==> src/rtl/pci_rd_xlate_pkg.sv <==
package pci_rd_xlate_pkg;

    typedef enum logic [1:0] {
        ST_IDLE  = 2'd0,
        ST_ISSUE = 2'd1,
        ST_WAIT  = 2'd2
    } xl_state_e;

    localparam logic [3:0] CMD_IO_RD       = 4'b0010;
    localparam logic [3:0] CMD_MEM_RD      = 4'b0110;
    localparam logic [3:0] CMD_MEM_RD_MULT = 4'b1100;

endpackage

==> src/rtl/xl_win_decode.sv <==
module xl_win_decode #(
    parameter int unsigned ADDR_W  = 32,
    parameter int unsigned OFF_W   = 24,
    parameter int unsigned NUM_WIN = 3,
    parameter int unsigned TAG_W   = ADDR_W - OFF_W,
    parameter int unsigned IDX_W   = (NUM_WIN > 1) ? $clog2(NUM_WIN) : 1,
    parameter logic [NUM_WIN*TAG_W-1:0] LOCAL_TAGS = '0
) (
    input  logic [ADDR_W-1:0] addr,
    output logic              hit,
    output logic [IDX_W-1:0]  win_idx
);
    logic [NUM_WIN-1:0] match;

    // One comparator per window
    for (genvar w = 0; w < NUM_WIN; w++) begin : g_cmp
        assign match[w] = (addr[ADDR_W-1:OFF_W] == LOCAL_TAGS[w*TAG_W +: TAG_W]);
    end

    // Lowest index wins
    always_comb begin
        hit     = 1'b0;
        win_idx = '0;
        for (int i = NUM_WIN - 1; i >= 0; i--) begin
            if (match[i]) begin
                hit     = 1'b1;
                win_idx = IDX_W'(i);
            end
        end
    end
endmodule

==> src/rtl/xl_addr_compose.sv <==
module xl_addr_compose #(
    parameter int unsigned ADDR_W  = 32,
    parameter int unsigned OFF_W   = 24,
    parameter int unsigned NUM_WIN = 3,
    parameter int unsigned TAG_W   = ADDR_W - OFF_W,
    parameter int unsigned IDX_W   = (NUM_WIN > 1) ? $clog2(NUM_WIN) : 1,
    parameter logic [NUM_WIN*TAG_W-1:0] REMOTE_TAGS = '0,
    parameter logic [NUM_WIN-1:0]       IO_MASK     = '0
) (
    input  logic [ADDR_W-1:0] addr,
    input  logic [IDX_W-1:0]  win_idx,
    output logic [ADDR_W-1:0] pci_addr,
    output logic              is_io
);
    logic [TAG_W-1:0] rtag;

    always_comb begin
        rtag     = REMOTE_TAGS[win_idx*TAG_W +: TAG_W];
        is_io    = IO_MASK[win_idx];
        // tag swap, R3/R4 low-bit handling
        pci_addr = {rtag, addr[OFF_W-1:2], (is_io ? addr[1:0] : 2'b00)};
    end
endmodule

==> src/rtl/xl_cmd_select.sv <==
module xl_cmd_select
    import pci_rd_xlate_pkg::*;
(
    input  logic       is_io,
    input  logic       burst,
    output logic [3:0] cmd
);
    // command choice
    always_comb begin
        if (is_io)      cmd = CMD_IO_RD;
        else if (burst) cmd = CMD_MEM_RD_MULT;
        else            cmd = CMD_MEM_RD;
    end
endmodule

==> src/rtl/pci_rd_xlate.sv <==
module pci_rd_xlate
    import pci_rd_xlate_pkg::*;
#(
    parameter int unsigned ADDR_W  = 32,
    parameter int unsigned OFF_W   = 24,
    parameter int unsigned NUM_WIN = 3,
    parameter logic [NUM_WIN*(ADDR_W-OFF_W)-1:0] LOCAL_TAGS  = {8'h30, 8'h20, 8'h10},
    parameter logic [NUM_WIN*(ADDR_W-OFF_W)-1:0] REMOTE_TAGS = {8'hC0, 8'hA5, 8'h80},
    parameter logic [NUM_WIN-1:0]                IO_MASK     = 3'b010
) (
    input  logic              clk,
    input  logic              rst_n,
    input  logic              req_valid,
    input  logic [ADDR_W-1:0] req_addr,
    input  logic              req_burst,
    input  logic              req_fixed_len,
    output logic              req_ready,
    output logic              busy,
    output logic              xlate_err,
    output logic              pci_valid,
    input  logic              pci_ready,
    output logic [ADDR_W-1:0] pci_addr,
    output logic [3:0]        pci_cmd,
    output logic              pci_fixed_len,
    input  logic              rd_done
);
    localparam int unsigned TAG_W = ADDR_W - OFF_W;
    localparam int unsigned IDX_W = (NUM_WIN > 1) ? $clog2(NUM_WIN) : 1;

    xl_state_e         state, state_n;
    logic              hit, is_io, accept;
    logic [IDX_W-1:0]  win_idx;
    logic [ADDR_W-1:0] xl_addr;
    logic [3:0]        xl_cmd;
    logic              err_q;

    xl_win_decode #(
        .ADDR_W(ADDR_W), .OFF_W(OFF_W), .NUM_WIN(NUM_WIN),
        .TAG_W(TAG_W), .IDX_W(IDX_W), .LOCAL_TAGS(LOCAL_TAGS)
    ) u_dec (
        .addr(req_addr), .hit(hit), .win_idx(win_idx)
    );

    xl_addr_compose #(
        .ADDR_W(ADDR_W), .OFF_W(OFF_W), .NUM_WIN(NUM_WIN),
        .TAG_W(TAG_W), .IDX_W(IDX_W),
        .REMOTE_TAGS(REMOTE_TAGS), .IO_MASK(IO_MASK)
    ) u_addr (
        .addr(req_addr), .win_idx(win_idx), .pci_addr(xl_addr), .is_io(is_io)
    );

    xl_cmd_select u_cmd (
        .is_io(is_io), .burst(req_burst), .cmd(xl_cmd)
    );

    assign accept = req_valid && (state == ST_IDLE);

    // Next-state logic
    always_comb begin
        state_n = state;
        unique case (state)
            ST_IDLE:  if (accept && hit) state_n = ST_ISSUE;
            ST_ISSUE: if (pci_ready)     state_n = ST_WAIT;
            ST_WAIT:  if (rd_done)       state_n = ST_IDLE;
            default:                     state_n = ST_IDLE;
        endcase
    end

    // State register
    always_ff @(posedge clk) begin
        if (!rst_n) state <= ST_IDLE;
        else        state <= state_n;
    end

    // Captured request and error pulse
    always_ff @(posedge clk) begin
        if (!rst_n) begin
            pci_addr      <= '0;
            pci_cmd       <= CMD_MEM_RD;
            pci_fixed_len <= 1'b0;
            err_q         <= 1'b0;
        end else begin
            err_q <= accept && !hit;
            if (accept && hit) begin
                pci_addr      <= xl_addr;
                pci_cmd       <= xl_cmd;
                pci_fixed_len <= req_fixed_len;
            end
        end
    end

    // Outputs from state
    always_comb begin
        busy      = (state != ST_IDLE);
        req_ready = (state == ST_IDLE);
        pci_valid = (state == ST_ISSUE);
        xlate_err = err_q;
    end

    a_r8_hold_until_taken: assert property (@(posedge clk) disable iff (!rst_n)
        (pci_valid && !pci_ready) |=> (pci_valid && $stable(pci_addr) && $stable(pci_cmd) && $stable(pci_fixed_len)))
        else $error("R8 request changed while waiting");

    a_r8_drop_after_taken: assert property (@(posedge clk) disable iff (!rst_n)
        (pci_valid && pci_ready) |=> !pci_valid)
        else $error("R8 valid not dropped");

    a_r3_mem_low_bits: assert property (@(posedge clk) disable iff (!rst_n)
        (pci_valid && pci_cmd != CMD_IO_RD) |-> (pci_addr[1:0] == 2'b00))
        else $error("R3 memory low bits");

    a_r5_cmd_legal: assert property (@(posedge clk) disable iff (!rst_n)
        pci_valid |-> (pci_cmd == CMD_IO_RD || pci_cmd == CMD_MEM_RD || pci_cmd == CMD_MEM_RD_MULT))
        else $error("R5 illegal command");

    a_r6_err_idle: assert property (@(posedge clk) disable iff (!rst_n)
        xlate_err |-> (!busy && !pci_valid))
        else $error("R6 error while busy");

    a_r7_release: assert property (@(posedge clk) disable iff (!rst_n)
        (busy && !pci_valid && rd_done) |=> !busy)
        else $error("R7 busy not released");

    a_r11_done_ignored: assert property (@(posedge clk) disable iff (!rst_n)
        (pci_valid && !pci_ready) |=> busy)
        else $error("R11 early done released busy");
endmodule

==> config.mk <==
export PLATFORM = sky130hd
export DESIGN_NAME = pci_rd_xlate
export DESIGN_NICKNAME = d
export VERILOG_FILES = /design/src/rtl/pci_rd_xlate_pkg.sv /design/src/rtl/xl_win_decode.sv /design/src/rtl/xl_addr_compose.sv /design/src/rtl/xl_cmd_select.sv /design/src/rtl/pci_rd_xlate.sv
export SDC_FILE = /design/constraint.sdc
export NUM_CORES = 1
export LEC_CHECK = 0
export BUFFER_PORTS_ARGS = -buffer_cell sky130_fd_sc_hd__buf_2
export CAP_MARGIN = 5
export CORE_ASPECT_RATIO = 1.25
export CORE_MARGIN = 3
export CORE_UTILIZATION = 40
export DETAILED_ROUTE_END_ITERATION = 6
export MAX_ROUTING_LAYER = met4
export PLACE_DENSITY = 0.69
export SETUP_SLACK_MARGIN = 0.05
export SYNTH_ARGS = -nofsm -noshare
export SYNTH_HDL_FRONTEND = slang
export SYNTH_HIERARCHICAL = 1
export SYNTH_SLANG_ARGS = --single-unit
==> constraint.sdc <==
create_clock -name clk -period 2.4 [get_ports clk]
set_clock_uncertainty 0.1 [all_clocks]
set_input_delay 0.72 -clock clk [delete_from_list [all_inputs] [get_ports clk]]
set_output_delay 0.72 -clock clk [all_outputs]
set_load 0.03 [all_outputs]
* Word level (Yosys, flattened, before mapping)
Cells that the tools add are included.
** Cells by class
- Shifts and indexed selects :: 1
- Reductions and logical operators :: 7
- $lt $le $gt $ge :: 1
- Eq/ne operators :: 8
- Muxes and demuxes :: 15
** Operators with widths (number)
- variable part select 24 x 6 -> 8 bit, first input constant :: 1
- == test 8 x 6 -> 1 bit, second input constant :: 2
- 2-to-1 mux 2 bit :: 7
- == test 8 x 5 -> 1 bit, second input constant :: 1
- 2-to-1 mux 4 bit :: 2
- case mux 2 bit (3 select lines) :: 1
- 2-to-1 mux 1 bit :: 4
- inequality test 2 x 1 -> 1 bit, second input constant :: 2
- logical AND 1 bit :: 3
- less-than comparator 2 x 3 -> 1 bit, second input constant :: 1
- AND reduction 3 bit :: 1
- binary-select mux 1 bit (select 2 bit) :: 1
- == test 2 x 1 -> 1 bit, second input constant :: 1
- == test 2 bit, second input constant :: 1
- zero test 2 bit :: 1
- inequality test 2 bit, second input constant :: 1
- nonzero test 2 bit :: 1
- zero test 1 bit :: 1
** Word-level totals
- Register bits after elaboration :: 40
- Input port bits :: 39
- Output and inout bits :: 41
- Logic and storage cells :: 37

* Depth between registers and ports, before layout
Gate-level depths: netlist of the first run.
- Depth after elaboration :: 7
- Gate-level depth with buffers :: 6
- Mapped depth without buffers :: 6

* Hierarchy
The synthesis of the first run kept the hierarchy.
** By module, submodules not included
- pci_rd_xlate :: cells an instance 177, area each 1661.6 µm², sequential area each 800.8 µm², times used 1
- xl_addr_compose :: cells an instance 34, area each 252.7 µm², sequential area each 0.0 µm², times used 1
- xl_win_decode :: cells an instance 7, area each 43.8 µm², sequential area each 0.0 µm², times used 1
- xl_cmd_select :: cells an instance 5, area each 27.5 µm², sequential area each 0.0 µm², times used 1

* Least setup slack after synthesis of the first run
OpenSTA, ideal clock, no wires.
- Path kind :: input to register
- From :: in req_addr[25]
- To :: reg pci_addr[0]
- Required time :: 2.228 ns
- Path buffers :: 2
- Data arrival time :: 2.313 ns
- Setup time :: 0.072 ns
- Setup slack :: -0.085 ns
- Stages :: 6
- Cell sequence :: or4_4 -> nor4_1 -> and4bb_1 -> buf_6 -> buf_12 -> mux2i_1
** Between the ends
- Elaborated cells on any way between the ends :: 13
- Those cells by class :: eq/ne (3); mux (9); reduce/logical (1)
** RTL lines
- start: declaration :: line pci_rd_xlate.sv:14 : input logic [ADDR_W-1:0] req_addr,
- == test 8 x 6 -> 1 bit :: line xl_win_decode.sv:17 : assign match[w] = (addr[ADDR_W-1:OFF_W] == LOCAL_TAGS[w*TAG_W +: TAG_W]);
- 2-to-1 mux 1 bit (2 in a row) :: line xl_win_decode.sv:25 : if (match[i]) begin
- 2-to-1 mux 1 bit (*) :: line xl_win_decode.sv:25
- named net hit :: line pci_rd_xlate.sv:31 : logic hit, is_io, accept;
- logical AND 1 bit (*) :: line pci_rd_xlate.sv:84 : if (accept && hit) begin
- end signal: assignment :: line pci_rd_xlate.sv:85 : pci_addr <= xl_addr;
- end: declaration :: line pci_rd_xlate.sv:22 : output logic [ADDR_W-1:0] pci_addr,
The timed path passes the listed nets; every way through them passes the cells marked *. The select of a mux whose other input is x is not followed.
A chain may end at the register's enable or synchronous reset.

* Worst setup path after layout of the first run
- From :: in req_addr[25]
- To :: reg pci_addr[4]
The elaborated chain is that of the path after synthesis.

==> flow_summary.ini, run 1 <==
[yosys]
ys_async_sr_fraction_pct = 0
synth_top_cell_by_area = sky130_fd_sc_hd__dfxtp_1
postSynthAreaPerCell_um2 = 8.90
synth_cells = 223
yosysMostFrequentCell = sky130_fd_sc_hd__nand2_1
yosysTopAreaCellShare_pct = 40.3
yosys_warnings = 6
synth.top_cells.by_area = sky130_fd_sc_hd__dfxtp_1 40%, sky130_fd_sc_hd__mux2i_1 19%, sky130_fd_sc_hd__nand2_1 14%, sky130_fd_sc_hd__buf_4 11%, sky130_fd_sc_hd__buf_12 3.0%
synth.cells.most_frequent = 73 x sky130_fd_sc_hd__nand2_1, 40 x sky130_fd_sc_hd__dfxtp_1, 37 x sky130_fd_sc_hd__mux2i_1, 30 x sky130_fd_sc_hd__buf_4, 6 x sky130_fd_sc_hd__nor2b_1
synth_seq_area_share_pct = 40.3
ys_dominant_reg_cell = sky130_fd_sc_hd__dfxtp_1
post_synthesis_register_bit_count = 40
area_of_the_mapped_netlist_um2 = 1990
ys_types = 25
synth_edf_count = 0

[power_and_ir_drop]
static-leakage-power_uw = 0.00105
powerDensity_nw_per_um2 = 545
peakVddDrop_v = 0.000295

[grt]
largest_net_degree_at_the_start_of_global_routing = 33
groute.usage.overall_pct = 13.9
wire_length_of_the_first_global_routing_pass_mm = 6.56
global_route.overflow_total = 0
first_global_vias = 1513
antenna_found_initial = 0

[setup_path]
path_class = in2reg
critPathMaxFanout = 28
cp.required_ns = 2.51
setup.worst_path.end_class = flop
critPathArrivalTime_ns = 2.38
cp-start-kind = input port

[sta]
unrepaired_setup_endpoints_after_global_routing = yes
setup_viol_count_final = 0
slew_violations = 0
hold_viol = 0
final.min_clock_period_ns = 2.27
tightest_slew_ns = 0.588
max-slew-margin-rel_pct = 60.8
fin_hold_ws_ns = 0.357
final_worst_setup_slack_ns = 0.131
finalCritPeriodShare_pct = 94.5
max_clock_freq_ghz = 0.441

[detailed_routing]
drt_first_pass_iters = 4
wirelength_mm = 3.68
starting_drt_drc_count = 25
vias_per_cell = 4.47
dr_vias = 1511
post_drt_wl_per_cell_um = 10.9
post-route-drc-count = 0
antenna_left = 0

[place]
detailed_place_hpwl_mm = 2.76
dpl_worst_slack_ns = -0.177
finalWeightedCongestion = 0.728
port-buffer-count = 79

[die]
core_region_area_um2 = 4760
initial_cell_density_of_the_core_pct = 41.7
num_rows = 28
top_level_ports = 80
floorplan.die_area_um2 = 5850
die_w_um = 69.0
dieHeight_um = 84.8

[cts]
cts_root_buffer = sky130_fd_sc_hd__clkbuf_8
insertion_delay_to_the_later_sink_of_the_worst_skew_pair_ns = 0.28
clock_slew_at_reported_path_ffs_ns = 0.07
cts_hold_buf = 0
htreeDepth = 2
clock_sinks = 40
cts_max_path_buffers = 2
clock_tree_from_tritoncts = yes
tritoncts.num_buffers = 5

[run]
max_cap_viol_count = 0

[cells_and_area]
num-nets-final = 316
proportion_of_layout_cells_with_a_drive_suffix_above_1_pct = 37.4
layout-area-overhead-vs-synth_pct = 19.2
antenna_cells = 0

[run_status]
outcome = finished, final reports clean

[worst_hold_path]
hold_path_class = reg2reg
[state kept, by name, indices dropped and copies added, names as in the netlist]
register / flops
pci_addr: 32
pci_cmd: 4
state: 2
pci_fixed_len: 1
xlate_err: 1
[cell type report]
cell class	instances	area, um2
Clock buffer	6	72.6
Sequential cell	40	801
Multi-Input combinational cell	141	882
Fill cell	485	2400
Tap cell	60	75.1
Timing Repair Buffer	87	493
Clock inverter	2	35.0
Inverter	2	7.51
[per-layer routing]
metal | vias to the layer above | track usage, % | wire length, um
li1 | 786 | - | -
met1 | 669 | 15.9 | 1560
met2 | 49 | 23.5 | 1830
met3 | 7 | 3.59 | 237
met4 | 0 | 4.26 | 48
met5 | - | - | 0
[per-stage QoR]
stage,total power (uW),util [%],cell area [um2],instances,TNS [ns]
floorplan,760,-,2010,225,0
CTS,1320,49.5,2360,338,0
finish,1290,49.7,2370,338,0
global route,1350,49.7,2370,338,0
global placement,775,47.3,2250,330,-3.66
detailed placement,777,47.3,2250,330,-4.94
[logic make-up after synthesis]
family	after synthesis	synth area share (%)
flip-flops	40	40.3
multiplexers	37	18.7
AND/OR/NAND/NOR	98	23.0
other	2	0.378
buffers and inverters	44	17.0
AO/OA/AOI/OAI	2	0.630
[where the power goes]
part | switching, uW | internal, uW
Sequential | 1.07 | 666
Clock | 221 | 309
Combinational | 50.1 | 43.4
Total | 272 | 1020
[repair_timing]
action | CTS | global route
buffers inserted | 0 | 0
resized for setup | 0 | 1
setup endpoints to repair | 0 | 4
[final timing paths]
kind                                     end         start  slack [ns]  cells after the start
worst max register to register   pci_addr[4]      state[0]        1.05                      3
worst min-delay path            pci_addr[15]  pci_addr[15]        0.36                      2
worst max-delay path             pci_addr[4]  req_addr[25]        0.13                      6
worst min register to register  pci_addr[15]  pci_addr[15]        0.36                      2
[placed cells by master, fill, tap and decap left out, drive strengths merged]
cell / instances
a21boi: 1
a21oi: 1
and2b: 2
and3b: 2
and4bb: 1
buf: 87
bufinv: 1
clkbuf: 6
clkinv: 1
conb: 4
dfxtp: 40
inv: 2
mux2i: 37
nand2: 73
nand2b: 3
nand3b: 2
nor2: 1
nor2b: 6
nor3: 1
nor4: 3
or2: 1
or2b: 1
or3b: 1
or4: 1
[worst max-delay path, stage by stage]
cell                       delay (ns)
sky130_fd_sc_hd__buf_2           0.10
sky130_fd_sc_hd__or4_4           0.57
sky130_fd_sc_hd__nor4_4          0.23
sky130_fd_sc_hd__and4bb_2        0.30
sky130_fd_sc_hd__buf_12          0.23
sky130_fd_sc_hd__mux2i_1         0.22
(Power assumes the default switching activity.)
==> run 2, diff against run 1 <==
Settings changed: MAX_ROUTING_LAYER met4 to default.
==> flow_summary.ini, run 2 (synthesized netlist as in run 1, its figures left out) <==
[grt]
antenna_found_initial = 0
groute.usage.overall_pct = 13.4
first_global_vias = 1513
global_route.overflow_total = 0
largest_net_degree_at_the_start_of_global_routing = 33
wire_length_of_the_first_global_routing_pass_mm = 6.56

[worst_hold_path]
hold_path_class = reg2reg

[setup_path]
crit_path_max_incr_delay_ns = 0.57
critPathArrivalTime_ns = 2.38
cells_traversed_along_the_worst_timing_path = buf_2 > or4_4 > nor4_4 > and4bb_2 > buf_12 > mux2i_1
worst-path-buf-inv = 2
path_class = in2reg
setup.worst_path.end_class = flop
cp.required_ns = 2.51
crit_family = simple AND/OR/NAND/NOR gates
standard_cell_with_the_maximum_stage_delay_on_the_critical_path = sky130_fd_sc_hd__or4_4
cp-start-kind = input port
critPathMaxFanout = 28

[cells_and_area]
layout-area-overhead-vs-synth_pct = 19.2
num-nets-final = 316
post-route-util_pct = 49.7
seq_area_um2 = 801
multi_input_area_um2 = 882
mostFrequentLayoutCell = sky130_fd_sc_hd__buf_2
largest_register_ff_count = 32
reg_top3 = pci_addr x32, pci_cmd x4, state x2
num-fill-cells = 485
proportion_of_layout_cells_with_a_drive_suffix_above_1_pct = 37.4
most-common-layout-cells = 79 x sky130_fd_sc_hd__buf_2, 73 x sky130_fd_sc_hd__nand2_1, 40 x sky130_fd_sc_hd__dfxtp_1, 37 x sky130_fd_sc_hd__mux2i_1, 6 x sky130_fd_sc_hd__nor2b_1
largest_reg_by_ff_count = pci_addr
final_cells = 338
antenna_cells = 0

[sta]
max-slew-margin-rel_pct = 60.8
unrepaired_setup_endpoints_after_global_routing = yes
slew_violations = 0
fin_hold_ws_ns = 0.357
fin_tns_setup_ns = 0
hold_viol = 0
max_clock_freq_ghz = 0.441
final.min_clock_period_ns = 2.27
finalCritPeriodShare_pct = 94.6
tightest_slew_ns = 0.588
setup_viol_count_final = 0

[power_and_ir_drop]
power.share.switching_pct = 21.1
powerDensity_nw_per_um2 = 545
power_switching_uw = 272
static-leakage-power_uw = 0.00105
comb_power_share_pct = 7.2
internal-power_uw = 1020
p_seq_share_pct = 51.7
power.clock.fraction_pct = 41.0
peakVddDrop_v = 0.000295

[cts]
insertion_delay_to_the_later_sink_of_the_worst_skew_pair_ns = 0.28
cts_max_path_buffers = 2
tritoncts.num_buffers = 5
htreeDepth = 2
cts.repair_timing.setup_buffer_count = 0
clock_tree_from_tritoncts = yes
clock_slew_at_reported_path_ffs_ns = 0.07
cts_root_buffer = sky130_fd_sc_hd__clkbuf_8
clock_sinks = 40

[place]
finalWeightedCongestion = 0.720
detailed_place_hpwl_mm = 2.76
port-buffer-count = 79
cell_total_after_placement = 330

[die]
floorplan.die_area_um2 = 5850
top_level_ports = 80
core_region_area_um2 = 4760
dieHeight_um = 84.8
initial_cell_density_of_the_core_pct = 41.7
die_w_um = 69.0
num_rows = 28

[run_status]
outcome = finished, final reports clean

[detailed_routing]
antenna_left = 0
wirelength_mm = 3.67
drt_first_pass_iters = 4
starting_drt_drc_count = 25
post_drt_wl_per_cell_um = 10.9
vias_per_cell = 4.46
dr_vias = 1507
post-route-drc-count = 0

[run]
max_cap_viol_count = 0
-- run 2: layer usage --
| layer | wire length, um | vias to the layer above | GRT usage, % |
|---|---|---|---|
| li1 | - | 786 | - |
| met1 | 1540 | 667 | 15.7 |
| met2 | 1830 | 49 | 23.5 |
| met3 | 255 | 5 | 3.95 |
| met4 | 48 | 0 | 4.26 |
| met5 | 0 | - | 0 |
-- run 2: repair_timing --
| action | 4_1_cts | 5_1_grt |
|---|---|---|
| setup endpoints to repair | 0 | 4 |
| hold buffers | 0 | 0 |
| resized for setup | 0 | 1 |
-- run 2: area by class of cell --
cell class,count,share of cell area [%]
multi-input cells,141,37.3
flip-flops and latches,40,33.8
repair buffers,87,20.8
well taps,60,3.17
clock buffers,6,3.07
clock inverters,2,1.48
inverters,2,0.317
-- run 2: worst reg2reg max path, cell delays in order, from the launching register on --
cell	delay, ns
sky130_fd_sc_hd__dfxtp_1	0.36
sky130_fd_sc_hd__and4bb_2	0.35
sky130_fd_sc_hd__buf_12	0.23
sky130_fd_sc_hd__mux2i_1	0.23
-- run 2: metrics by stage --
stage / instance area, um2 / worst slack (ns) / total power [uW]
6_report: 2370 / 0.130 / 1290
5_1_grt: 2370 / 0.0415 / 1350
4_1_cts: 2360 / 0.125 / 1320
3_5_place_dp: 2250 / -0.177 / 777
3_3_place_gp: 2250 / -0.119 / 775
2_1_floorplan: 2010 / 0.00686 / 760
-- run 2: power by group through the flow --
stage                     Clock, uW  Combinational, uW  Sequential, uW
after global placement            0               92.7             682
after floorplan                   0               72.7             688
after CTS                       555               94.6             667
after detailed placement          0               94.2             682
final                           529               93.4             667
after global routing            574                107             667
-- run 2: worst paths after layout --
check,start,end,slack [ns],depth (start not counted)
worst max-delay path,req_addr[25],pci_addr[4],0.13,6
worst min-delay path,pci_addr[15],pci_addr[15],0.36,2
worst max register to register,state[0],pci_addr[4],1.05,3
worst min register to register,pci_addr[15],pci_addr[15],0.36,2
==> run 3, diff against run 2 <==
Settings changed: CORE_MARGIN 3 to default, CTS_CLUSTER_DIAMETER from default to 30, PLACE_DENSITY 0.69 to 0.71.
==> flow_summary.ini, run 3 (synthesized netlist as in run 1, its figures left out) <==
[setup_path]
critPathArrivalTime_ns = 2.37
path_class = in2reg
setup.worst_path.end_class = flop
cp-start-kind = input port
critPathMaxFanout = 20
cp.required_ns = 2.51

[grt]
largest_net_degree_at_the_start_of_global_routing = 78
first_global_vias = 1370
groute.usage.overall_pct = 14.2
global_route.overflow_total = 0
antenna_found_initial = 0
wire_length_of_the_first_global_routing_pass_mm = 5.72

[die]
core_region_area_um2 = 4760
dieHeight_um = 80.8
floorplan.die_area_um2 = 5250
num_rows = 28
initial_cell_density_of_the_core_pct = 41.7
die_w_um = 65.0
top_level_ports = 80

[place]
detailed_place_hpwl_mm = 2.51
port-buffer-count = 79
finalWeightedCongestion = 0.691
placement.cell_area_um2 = 2240

[cts]
tritoncts.num_buffers = 5
insertion_delay_to_the_later_sink_of_the_worst_skew_pair_ns = 0.28
cts_max_path_buffers = 2
cts.repair_timing.setup_buffer_count = 0
clock_tree_from_tritoncts = yes
clock_sinks = 40
htreeDepth = 2
cts_root_buffer = sky130_fd_sc_hd__clkbuf_8
clock_slew_at_reported_path_ffs_ns = 0.07

[power_and_ir_drop]
static-leakage-power_uw = 0.00104
peakVddDrop_v = 0.000379
powerDensity_nw_per_um2 = 518
design_power_total_uw = 1210

[run]
max_cap_viol_count = 0

[sta]
slew_violations = 0
setup_viol_count_final = 0
hold_viol = 0
finalCritPeriodShare_pct = 94.3
unrepaired_setup_endpoints_after_global_routing = no
max_clock_freq_ghz = 0.442
final.min_clock_period_ns = 2.26

[detailed_routing]
post-route-drc-count = 0
wirelength_mm = 3.52
drt_first_pass_iters = 4
post_drt_wl_per_cell_um = 10.5
vias_per_cell = 4.49
dr_vias = 1508
antenna_left = 0
starting_drt_drc_count = 63

[cells_and_area]
largest_reg_by_ff_count = pci_addr
most-common-layout-cells = 79 x sky130_fd_sc_hd__buf_2, 73 x sky130_fd_sc_hd__nand2_1, 40 x sky130_fd_sc_hd__dfxtp_1, 37 x sky130_fd_sc_hd__mux2i_1
antenna_cells = 0
largest_register_ff_count = 32
proportion_of_layout_cells_with_a_drive_suffix_above_1_pct = 37.3
mostFrequentLayoutCell = sky130_fd_sc_hd__buf_2
layout.cell_area.non_filler_um2 = 2340
reg_top3 = pci_addr x32, pci_cmd x4, state x2
layout-area-overhead-vs-synth_pct = 17.6
num-nets-final = 314

[run_status]
outcome = finished, final reports clean

[worst_hold_path]
hold_path_class = reg2reg
-- run 3: routing by layer --
layer / track usage (%) / routed length, um / vias up
li1: - / - / 785
met1: 16.2 / 1550 / 662
met2: 23.8 / 1670 / 54
met3: 5.06 / 230 / 7
met4: 6.09 / 72 / 0
met5: 0 / 0 / -
-- run 3: final cells by class --
cell class / instances / area [um2]
well taps: 60 / 75.1
flip-flops and latches: 40 / 801
clock inverters: 2 / 10.0
inverters: 2 / 7.51
multi-input cells: 141 / 882
repair buffers: 85 / 478
fillers: 474 / 2430
clock buffers: 6 / 82.6
-- run 3: worst max-delay path, cell delays in order --
cell and delay, ns:
sky130_fd_sc_hd__buf_2 0.09, sky130_fd_sc_hd__or4_4 0.56, sky130_fd_sc_hd__nor4_4 0.24, sky130_fd_sc_hd__and4bb_2 0.33
sky130_fd_sc_hd__buf_12 0.21, sky130_fd_sc_hd__mux2i_1 0.21
-- run 3: where the power goes --
| part | leakage, uW | internal (uW) | switching (uW) |
|---|---|---|---|
| Combinational | 0.000662 | 40.4 | 48.8 |
| Clock | 0.0000510 | 229 | 225 |
| Sequential | 0.000322 | 666 | 1.05 |
| Total | 0.00104 | 935 | 275 |
-- run 3: worst paths after layout --
path	startpoint	end	slack, ns	depth (start not counted)
min	pci_addr[9]	pci_addr[9]	0.35	2
max reg2reg	state[0]	pci_addr[15]	1.06	3
min reg2reg	pci_addr[9]	pci_addr[9]	0.35	2
max	req_addr[25]	pci_addr[15]	0.14	6
-- run 3: repair_timing --
item | CTS | global route
hold buffers | 0 | 0
setup endpoints to repair | 0 | 2
hold endpoints to repair | 0 | 0
gates resized for setup | 0 | 1
-- run 3: per-stage QoR --
stage	setup TNS (ns)	setup WS, ns	hold WS [ns]	util, %	cells
finish	0	0.137	0.354	49.0	336
detailed placement	-4.59	-0.163	0.343	47.0	328
floorplan	0	0.00686	0.398	-	225
global placement	-3.38	-0.123	0.339	47.0	328
CTS	0	0.143	0.359	48.9	336
global route	0	0.0893	0.367	49.0	336
